## src/rtl/clkstop_pkg.sv

```systemverilog
package clkstop_pkg;

    localparam int CTRL_W = 8;

    // Control register layout, MSB first
    typedef struct packed {
        logic tmr_osc_src;   // bit 7: timer runs from oscillator
        logic wd_ps_en;      // bit 6: watchdog enable in pseudo stop
        logic tmr_ps_en;     // bit 5: timer enable in pseudo stop
        logic wd_src0;       // bit 4: watchdog source, low select
        logic wd_src1;       // bit 3: watchdog source, RC clock
        logic wd_stop_gate;  // bit 2: gate RC watchdog clock in stop
        logic pstop;         // bit 1: oscillator keeps running in stop
        logic pll_sel;       // bit 0: system clock from PLL
    } ctrl_t;

    localparam ctrl_t CTRL_RESET = '{pll_sel: 1'b1, default: 1'b0};

    // Effective watchdog source changed: high bit toggled, or low bit
    // toggled while the high bit stays clear.
    function automatic logic wd_src_changed(input ctrl_t old_v, input ctrl_t new_v);
        logic hi_diff;
        logic lo_diff;
        hi_diff = old_v.wd_src1 ^ new_v.wd_src1;
        lo_diff = old_v.wd_src0 ^ new_v.wd_src0;
        return hi_diff | (lo_diff & ~old_v.wd_src1 & ~new_v.wd_src1);
    endfunction

endpackage

```

## src/rtl/clkstop_regs.sv

```systemverilog
module clkstop_regs
    import clkstop_pkg::*;
(
    input  logic  clk,
    input  logic  rst,
    input  logic  osc_up,
    input  logic  full_stop_entry,
    input  logic  wr_en,
    input  ctrl_t wr_val,
    output ctrl_t ctrl_q,
    output logic  restart_q
);

    ctrl_t ctrl_nxt;

    always_comb begin
        ctrl_nxt = ctrl_q;
        if (wr_en) begin
            ctrl_nxt = wr_val;
        end
        // PLL select is pinned high without oscillator or on full stop
        if (!osc_up || full_stop_entry) begin
            ctrl_nxt.pll_sel = 1'b1;
        end
    end

    always_ff @(posedge clk) begin
        if (rst) begin
            ctrl_q    <= CTRL_RESET;
            restart_q <= 1'b0;
        end else begin
            ctrl_q    <= ctrl_nxt;
            restart_q <= wr_en && wd_src_changed(ctrl_q, wr_val);
        end
    end

endmodule

```

## src/rtl/clkstop_mode.sv

```systemverilog
module clkstop_mode
    import clkstop_pkg::*;
#(
    parameter int SYNC_STAGES = 2
) (
    input  logic  clk,
    input  logic  rst,
    input  logic  stop_req,
    input  logic  stop_exit,
    input  logic  slow_tick,
    input  ctrl_t ctrl,
    output logic  in_stop,
    output logic  full_stop_entry,
    output logic  osc_run,
    output logic  tmr_clk_en,
    output logic  wd_clk_en
);

    logic in_stop_q;
    logic gate_req;
    logic gate_sync;
    logic pseudo;

    assign full_stop_entry = stop_req && !in_stop_q && !ctrl.pstop;

    always_ff @(posedge clk) begin
        if (rst) begin
            in_stop_q <= 1'b0;
        end else if (!in_stop_q && stop_req) begin
            in_stop_q <= 1'b1;
        end else if (in_stop_q && stop_exit) begin
            in_stop_q <= 1'b0;
        end
    end

    assign gate_req = in_stop_q && ctrl.wd_stop_gate;

    // Stop gate carried into the slow clock domain
    generate
        if (SYNC_STAGES <= 1) begin : g_sync_one
            logic sh_q;
            always_ff @(posedge clk) begin
                if (rst) begin
                    sh_q <= 1'b0;
                end else if (slow_tick) begin
                    sh_q <= gate_req;
                end
            end
            assign gate_sync = sh_q;
        end else begin : g_sync_many
            logic [SYNC_STAGES-1:0] sh_q;
            always_ff @(posedge clk) begin
                if (rst) begin
                    sh_q <= '0;
                end else if (slow_tick) begin
                    sh_q <= {sh_q[SYNC_STAGES-2:0], gate_req};
                end
            end
            assign gate_sync = sh_q[SYNC_STAGES-1];
        end
    endgenerate

    assign pseudo     = in_stop_q && ctrl.pstop;
    assign in_stop    = in_stop_q;
    assign osc_run    = !in_stop_q || ctrl.pstop;
    assign tmr_clk_en = !in_stop_q || (pseudo && ctrl.tmr_ps_en && ctrl.tmr_osc_src);

    always_comb begin
        if (ctrl.wd_src1) begin
            wd_clk_en = !gate_sync;
        end else begin
            wd_clk_en = !in_stop_q || (pseudo && ctrl.wd_ps_en && ctrl.wd_src0);
        end
    end

endmodule

```

## src/rtl/clkstop_ctl.sv

```systemverilog
module clkstop_ctl
    import clkstop_pkg::*;
#(
    parameter int SYNC_STAGES = 2
) (
    input  logic              clk,
    input  logic              rst,
    input  logic              osc_up,
    input  logic              stop_req,
    input  logic              stop_exit,
    input  logic              slow_tick,
    input  logic              wr_en,
    input  logic [CTRL_W-1:0] wr_data,
    output logic [CTRL_W-1:0] rd_data,
    output logic              sys_clk_sel,
    output logic              osc_run,
    output logic              tmr_clk_en,
    output logic              wd_clk_en,
    output logic              wd_restart
);

    ctrl_t ctrl_q;
    logic  in_stop;
    logic  full_stop_entry;

    clkstop_regs u_regs (
        .clk             (clk),
        .rst             (rst),
        .osc_up          (osc_up),
        .full_stop_entry (full_stop_entry),
        .wr_en           (wr_en),
        .wr_val          (ctrl_t'(wr_data)),
        .ctrl_q          (ctrl_q),
        .restart_q       (wd_restart)
    );

    clkstop_mode #(.SYNC_STAGES(SYNC_STAGES)) u_mode (
        .clk             (clk),
        .rst             (rst),
        .stop_req        (stop_req),
        .stop_exit       (stop_exit),
        .slow_tick       (slow_tick),
        .ctrl            (ctrl_q),
        .in_stop         (in_stop),
        .full_stop_entry (full_stop_entry),
        .osc_run         (osc_run),
        .tmr_clk_en      (tmr_clk_en),
        .wd_clk_en       (wd_clk_en)
    );

    assign rd_data     = CTRL_W'(ctrl_q);
    assign sys_clk_sel = ctrl_q.pll_sel;

endmodule

```

## config.mk

```make
export PLATFORM = sky130hd
export DESIGN_NAME = clkstop_ctl
export DESIGN_NICKNAME = d
export VERILOG_FILES = /design/src/rtl/clkstop_pkg.sv /design/src/rtl/clkstop_regs.sv /design/src/rtl/clkstop_mode.sv /design/src/rtl/clkstop_ctl.sv
export SDC_FILE = /design/constraint.sdc
export NUM_CORES = 1
export LEC_CHECK = 0
export BUFFER_PORTS_ARGS = -buffer_cell sky130_fd_sc_hd__buf_2
export CAP_MARGIN = 20
export CELL_PAD_IN_SITES_DETAIL_PLACEMENT = 1
export CELL_PAD_IN_SITES_GLOBAL_PLACEMENT = 2
export CORE_AREA = 2 2 51 53
export CTS_CLUSTER_DIAMETER = 30
export DETAILED_ROUTE_END_ITERATION = 16
export DIE_AREA = 0 0 53 55
export HOLD_SLACK_MARGIN = 0.02
export PLACE_DENSITY = 0.79
export SYNTH_ARGS = -nofsm -noshare
export SYNTH_HDL_FRONTEND = slang
export SYNTH_HIERARCHICAL = 1
export SYNTH_SLANG_ARGS = --single-unit
```

## constraint.sdc

```tcl
create_clock -name clk -period 1.13 [get_ports clk]
set_clock_uncertainty 0.05 [all_clocks]
set_input_delay 0.1695 -clock clk [delete_from_list [all_inputs] [get_ports clk]]
set_output_delay 0.1695 -clock clk [all_outputs]
set_load 0.05 [all_outputs]
```

* After elaboration in Yosys (flattened, before gate mapping)
Cells that the tools add are included.
Storage, ports and cells: word-level logic and storage cells 41, flip-flop bits (word level) 12, input bits 15, output and inout port bits 13
Operators by class: bitwise operators 7, reductions and logical operators 20, mux-type cells 3
Operator list (number):
- logical AND 1 bit | 10
- logical NOT 1 bit | 4
- logical OR 1 bit | 4
- 2-to-1 mux 1 bit | 3
- AND 1 bit | 2
- inverter 1 bit | 2
- nonzero test 2 bit | 1
- OR reduction 2 bit | 1
- XOR 1 bit | 2
- bitwise OR 1 bit | 1

* Depth between registers and ports, before layout
Gate-level depths: netlist of run 1.
depth after elaboration 5, mapped depth 3, depth with buffers taken out 3

* Hierarchy
Netlist of run 1, hierarchy kept.
By module, submodules not included:
- clkstop_regs | seq. area each 180.2 um^2, area an instance 347.8 um^2, cells an instance 33, instances 1
- clkstop_mode | seq. area each 60.1 um^2, area an instance 142.6 um^2, cells an instance 17, instances 1
- clkstop_ctl | seq. area each 0.0 um^2, area an instance 7.5 um^2, cells an instance 1, instances 1

* Least setup slack after synthesis of run 1
No wires, ideal clock.
kind flip-flop to output port, start register, netlist name u_regs/ctrl_q[1], end output wd_clk_en, required time 0.911 ns, stages on the path, launching flop included 3, arrival time 1.611 ns, path buffers 0, slack -0.701 ns, cell sequence dfxtp_1 -> nand3_1 -> a22oi_1
Between the ends: longest elaborated chain between the ends 5
Ends and longest elaborated chain:
- logical AND 1 bit | line clkstop_mode.sv:63 | assign pseudo = in_stop_q && ctrl.pstop;
- logical AND 1 bit (2 in series) | line clkstop_mode.sv:72 | wd_clk_en = !in_stop_q || (pseudo && ctrl.wd_ps_en && ctrl.wd_src0);
- logical OR 1 bit | line clkstop_mode.sv:72
- 2-to-1 mux 1 bit | line clkstop_mode.sv:69 | if (ctrl.wd_src1) begin
- end: declaration | line clkstop_ctl.sv:18 | output logic wd_clk_en,
Every way passes these cells.

* Worst setup path in the final report of run 1
start register, netlist name u_regs/ctrl_q[1], end output wd_clk_en
Between the ends: longest elaborated chain between the ends 5
Ends and longest elaborated chain (line):
- logical AND 1 bit | clkstop_mode.sv:63
- logical AND 1 bit (2 in series) | clkstop_mode.sv:72
- logical OR 1 bit | clkstop_mode.sv:72
- 2-to-1 mux 1 bit | clkstop_mode.sv:69
Every way passes these cells.

==> run_results.csv, run 1 <==
group,metric,value,unit
critical_path,endpoint_kind,"output pin",
logic_synthesis,synth-seq-cells,12,
clocking,clk_latency,0.27,ns
sta,worstMarginPinSlew,0.279,ns
placement,port-buffer-count,27,
clocking,cts_tree,"yes",
critical_path,cpPeakStageDelay,0.38,ns
min_path,hold_path.class,"in2reg",
critical_path,crit_chain,"nand3_2 -> a22oi_2 -> buf_6",
power,seqPwrFrac,0.462,
sta,setup_viol_count_final,3,
power,powerDensity,1270,nW/µm²
power,cellLeakagePower,0.359,nW
critical_path,crit_type,"reg2out",
power,p_sw_frac,0.320,
clocking,cts_sinks,12,
clocking,cts_buffers,3,
critical_path,cp_slowest_cell,"dfxtp_4",
floorplan,ios,28,
sta,hold_viol,0,
finish,fin_nets,99,
drt,wl_per_cell,11.1,µm
sta,period_share,1.12,
global_route,groute.usage.overall,0.104,
drt,viasPerCell,4.23,
run,drv_cap,0,
clocking,clockBufferDepth,2,
sta,slew_viol_final,0,
run_status,status,"finished, violations left",
power,max-vdd-ir-drop,705,µV
power,internal-power,0.000682,W
clocking,path_clk_slew,0.08,ns
critical_path,start_kind,"register",
critical_path,rr_worst_depth,2,
logic_synthesis,synth_cell_type_count,18,
min_path,hold_depth,3,
sta,max_freq,791,MHz
global_route,grt_max_degree,13,
finish,final_common_cell,"buf_2",
drt,routed_wl,1260,µm
floorplan,rows,18,
min_path,hp-start,"wr_data[0]",
drt,ant_nets,0,
finish,area_growth,58.5,%
sta,tns,-0.270,ns
logic_synthesis,syn_area_per_cell,9.76,µm²
global_route,grt_pass1_wl,2180,µm
drt,drc,0,
critical_path,cp-startpoint,"u_regs/ctrl_q[1]",
placement,gp_congestion,0.641,
critical_path,cp.required,0.91,ns
critical_path,crit_arrival,1.04,ns
clocking,cts-root-buf,"clkbuf_4",
floorplan,core,2360,µm²
drt,first_iter_violations,0,
finish,layout_common_cells,"buf_2, nor2_1, mux2i_1",
power,p_sw,0.000321,W
floorplan,die_area,2920,µm²
logic_synthesis,synth_cells,51,
finish,utilization,0.334,
floorplan,start_util,0.211,
floorplan,die_h,55,µm
logic_synthesis,netlist_area,498,µm²
logic_synthesis,synth_warnings,6,
power,power,0.00100,W
logic_synthesis,seq_area_frac_synth,0.482,
drt,dr.pass1.iters,1,
sta,rsz0062_at_grt,"yes",
finish,drive_above_1_share,0.554,
critical_path,critPathMaxFanout,6,
floorplan,die_w,53,µm
power,clockPowerShare,0.275,
run_status,violations,"setup timing",
global_route,antenna_found_initial,0,
finish,fillers,290,
logic_synthesis,synthesis.nets,66,
clocking,cts_max_level,1,
drt,vias,478,
sta,slew_headroom,0.814,
critical_path,rr_startpoint,"u_regs/ctrl_q[4]",
global_route,grt_pass1_vias,480,
global_route,grt_overflow_total,0,
finish,diodes,0,
placement,dp_hpwl,924,µm
power,combPwrFrac,0.263,
sta,layout_min_cycle_time,1.26,ns
sta,setup_ws,-0.134,ns
final cells by class:
cell class	instances	area, µm²	share of cell area
Timing Repair Buffer	31	210	0.266
Inverter	1	3.75	0.00475
Multi-Input combinational cell	35	251	0.319
Tap cell	30	37.5	0.0475
Sequential cell	12	260	0.330
Clock buffer	4	26.3	0.0333
final timing paths:
check,slack (ns),to
max reg2reg,0.15,u_regs/restart_q
min reg2reg,0.44,u_regs/ctrl_q[0]
max,-0.13,wd_clk_en
min,0.08,u_regs/ctrl_q[0]
metrics by stage:
step | hold WS (ns) | setup WS (ns) | cell area [µm²] | cells
floorplan | 0.189 | -0.133 | 529 | 51
global route | 0.0919 | -0.198 | 790 | 113
global placement | 0.294 | 0.0629 | 687 | 106
detailed placement | 0.301 | 0.0648 | 687 | 106
finish | 0.0801 | -0.134 | 790 | 113
CTS | 0.0706 | -0.150 | 779 | 113
sequential cells by signal (all words and copies together), names as in the netlist:
signal	count
u_mode/in_stop	1
u_regs/restart_q	1
u_mode/g_sync_many.sh_q	2
u_regs/ctrl_q	8
timing repair:
item / in CTS / in global routing
endpoints found under the hold margin: 2 / 0
pin swaps: 2 / 0
hold buffers: 2 / 0
setup endpoints to repair: 7 / 7
resized for setup: 13 / 5
setup buffers: 1 / 0
worst max-delay path: cells and delay by family, from the launching register on:
family	cells	cell delay, ns
flip-flops	1	0.38
buffers and inverters	1	0.18
AO/OA/AOI/OAI	1	0.14
AND/OR/NAND/NOR	1	0.07
cell families (layout without fill, tap and decap cells):
group / after synthesis / in the layout / synth area share
simple gates: 21 / 21 / 0.196
flops: 12 / 12 / 0.482
mux: 9 / 9 / 0.181
compound gates: 4 / 4 / 0.0703
buf+inv: 4 / 36 / 0.0528
xor+xnor: 1 / 1 / 0.0176
synthesized netlist by cell type (all sizes together):
cell type   n  area [µm²]
buf         2        18.8
a22oi       1        7.51
nand3       4        20.0
a211oi      1        7.51
nand2b      2        12.5
and2        1        6.26
nor2b       1        6.26
dfxtp      12         240
nand2       1        3.75
nor3b       1        7.51
a21oi       1        5.00
clkbuf      1        3.75
mux2i       9        90.1
inv         1        3.75
xnor2       1        8.76
nor2       11        41.3
a2111oi     1        15.0
power groups by stage:
stage / Combinational (W) / Sequential [W] / Clock [W]
floorplan: 0.0000998 / 0.000535 / 0
global placement: 0.000229 / 0.000470 / 0
detailed placement: 0.000230 / 0.000471 / 0
CTS: 0.000262 / 0.000463 / 0.000298
global route: 0.000282 / 0.000467 / 0.000311
finish: 0.000264 / 0.000463 / 0.000276
layer usage:
layer / GRT usage / share of wire / wire, µm / vias up
met5: 0 / 0 / 0 / -
met4: 0.0769 / 0.023 / 29 / 0
met3: 0.0242 / 0.076 / 96 / 4
met2: 0.163 / 0.47 / 595 / 20
met1: 0.126 / 0.43 / 536 / 219
li1: - / - / - / 235
No activity file was read; power rests on OpenSTA's default activity.
==> run 2: changes to the inputs <==
--- a/config.mk
+++ b/config.mk
@@ -13,8 +13,10 @@
 export CTS_CLUSTER_DIAMETER = 30
 export DETAILED_ROUTE_END_ITERATION = 16
 export DIE_AREA = 0 0 53 55
+export GPL_TIMING_DRIVEN = 1
 export HOLD_SLACK_MARGIN = 0.02
 export PLACE_DENSITY = 0.79
+export SETUP_SLACK_MARGIN = 0.05
 export SYNTH_ARGS = -nofsm -noshare
 export SYNTH_HDL_FRONTEND = slang
 export SYNTH_HIERARCHICAL = 1
==> run 2 against run 1 <==
  * The run still ends with setup timing left
  * Worst setup slack worse by 0.037 ns
  * Routed wire length is 21% higher
  * First-iteration DRC count up 2
  * Count of clock-buffer cells in the layout is the same
  * Cell count rose by 3.5%
  * Power up 12%
  * Via count is 5.0% higher
  * Utilization grew 4.0 points
  * Worst hold slack got worse by 0.017 ns
  * Critical path type unchanged
  * Largest cell class is now buffers
==> run_results.csv, run 2 (same netlist as run 1, synthesis figures left out) <==
group,metric,value,unit
run_status,status,"finished, violations left",
run_status,violations,"setup timing",
floorplan,rows,18,
finish,top_register,"u_regs/ctrl_q",
critical_path,crit_arrival,1.08,ns
placement,port-buffer-count,27,
critical_path,crit_buf_inv,1,
sta,rsz0062_at_grt,"yes",
power,seqPwrFrac,0.415,
floorplan,die_w,53,µm
critical_path,cpPeakStageDelay,0.33,ns
sta,slew_headroom,0.813,
sta,worstMarginPinSlew,0.280,ns
sta,tns,-0.350,ns
clocking,clk_latency,0.28,ns
floorplan,die_h,55,µm
sta,max_freq,769,MHz
global_route,antenna_found_initial,0,
floorplan,die_area,2920,µm²
clocking,cts_tree,"yes",
clocking,path_clk_slew,0.08,ns
placement,gp_congestion,0.690,
critical_path,crit_type,"reg2out",
finish,final_common_cell,"buf_2",
sta,setup_ws,-0.171,ns
power,internal-power,0.000769,W
global_route,grt_pass1_vias,512,
drt,vias,502,
finish,area_growth,77.4,%
finish,top_regs,"u_regs/ctrl_q (8), u_mode/g_sync_many.sh_q (2)",
clocking,clockBufferDepth,2,
floorplan,core,2360,µm²
drt,routed_wl,1530,µm
finish,largest_reg_flops,8,
floorplan,start_util,0.211,
critical_path,cp.required,0.91,ns
sta,layout_min_cycle_time,1.30,ns
critical_path,crit_chain,"nor2b_4 -> a22oi_2 -> buf_6",
critical_path,critPathMaxFanout,2,
sta,slew_viol_final,0,
critical_path,critPathTopFamily,"flip-flops",
floorplan,ios,28,
critical_path,start_kind,"register",
power,clockPowerShare,0.318,
clocking,cts_buffers,3,
min_path,hold_path.class,"in2reg",
power,max-vdd-ir-drop,613,µV
power,powerDensity,1270,nW/µm²
clocking,cts-root-buf,"clkbuf_4",
drt,dr.pass1.iters,4,
power,p_sw,0.000355,W
sta,hold_viol,0,
power,combPwrFrac,0.267,
global_route,groute.usage.overall,0.112,
clocking,cts_sinks,12,
finish,diodes,0,
finish,drive_above_1_share,0.621,
power,p_sw_frac,0.316,
drt,drc,0,
sta,period_share,1.15,
drt,viasPerCell,4.29,
global_route,grt_pass1_wl,2270,µm
drt,first_iter_violations,2,
finish,fin_nets,103,
critical_path,endpoint_kind,"output pin",
clocking,cts_max_level,1,
placement,dp_hpwl,965,µm
global_route,grt_max_degree,13,
run,drv_cap,0,
sta,setup_viol_count_final,5,
finish,postLayoutCellArea,883,µm²
drt,ant_nets,0,
global_route,grt_overflow_total,0,
drt,wl_per_cell,13.1,µm
critical_path,cp_slowest_cell,"dfxtp_2",
power,cellLeakagePower,0.401,nW
sta,whs,0.0636,ns
placement,placed_area,689,µm²
finish,layout_common_cells,"buf_2, nor2_1, mux2i_1",
run 2: cell type report:
cell class / instances / area, µm²
fillers: 284 / 1480
repair buffers: 35 / 285
flip-flops and latches: 12 / 262
multi-input cells: 35 / 259
well taps: 30 / 37.5
clock buffers: 4 / 36.3
inverters: 1 / 3.75
run 2: worst reg2reg max path, delay by kind of cell, from the launching register on:
family | cells | cell delay, ns
buffers and inverters | 1 | 0.13
DFF | 1 | 0.37
and+or+nand+nor | 3 | 0.42
run 2: final timing paths:
kind	startpoint	to	slack, ns	depth (start not counted)
setup / recovery	u_mode/in_stop	wd_clk_en	-0.17	3
hold / removal	wr_data[0]	u_regs/ctrl_q[0]	0.06	3
setup reg to reg	u_regs/ctrl_q[1]	u_regs/ctrl_q[0]	0.11	4
hold reg to reg	u_regs/ctrl_q[0]	u_regs/ctrl_q[0]	0.45	2
run 2: power groups by stage:
stage | sequential (W) | combinational (W) | clock [W]
2_1_floorplan | 0.000535 | 0.000101 | 0
3_3_place_gp | 0.000470 | 0.000230 | 0
3_5_place_dp | 0.000471 | 0.000233 | 0
4_1_cts | 0.000466 | 0.000270 | 0.000379
5_1_grt | 0.000471 | 0.000317 | 0.000394
6_report | 0.000467 | 0.000300 | 0.000358
run 2: what timing repair did:
action | 4_1_cts | 5_1_grt
resized for setup | 22 | 12
buffers inserted | 0 | 5
hold buffers | 2 | 0
endpoints found under the hold margin | 2 | 0
setup endpoints to repair | 12 | 10
pin swaps | 1 | 0
gates cloned | 0 | 0
run 2: per-layer routing:
| layer | share of wire | vias to the layer above | GRT usage | wire length (µm) |
|---|---|---|---|---|
| li1 | - | 244 | - | - |
| met1 | 0.41 | 233 | 0.119 | 626 |
| met2 | 0.53 | 23 | 0.206 | 808 |
| met3 | 0.045 | 2 | 0.0242 | 69 |
| met4 | 0.015 | 0 | 0.0641 | 23 |
| met5 | 0 | - | 0 | 0 |
run 2: per-stage QoR:
step | power (W) | util | setup WS (ns) | std cells
6_report | 0.00112 | 0.374 | -0.171 | 117
3_3_place_gp | 0.000700 | 0.292 | 0.0639 | 106
2_1_floorplan | 0.000636 | - | -0.133 | 51
3_5_place_dp | 0.000704 | 0.292 | 0.0618 | 106
4_1_cts | 0.00112 | 0.344 | -0.181 | 112
5_1_grt | 0.00118 | 0.374 | -0.213 | 117
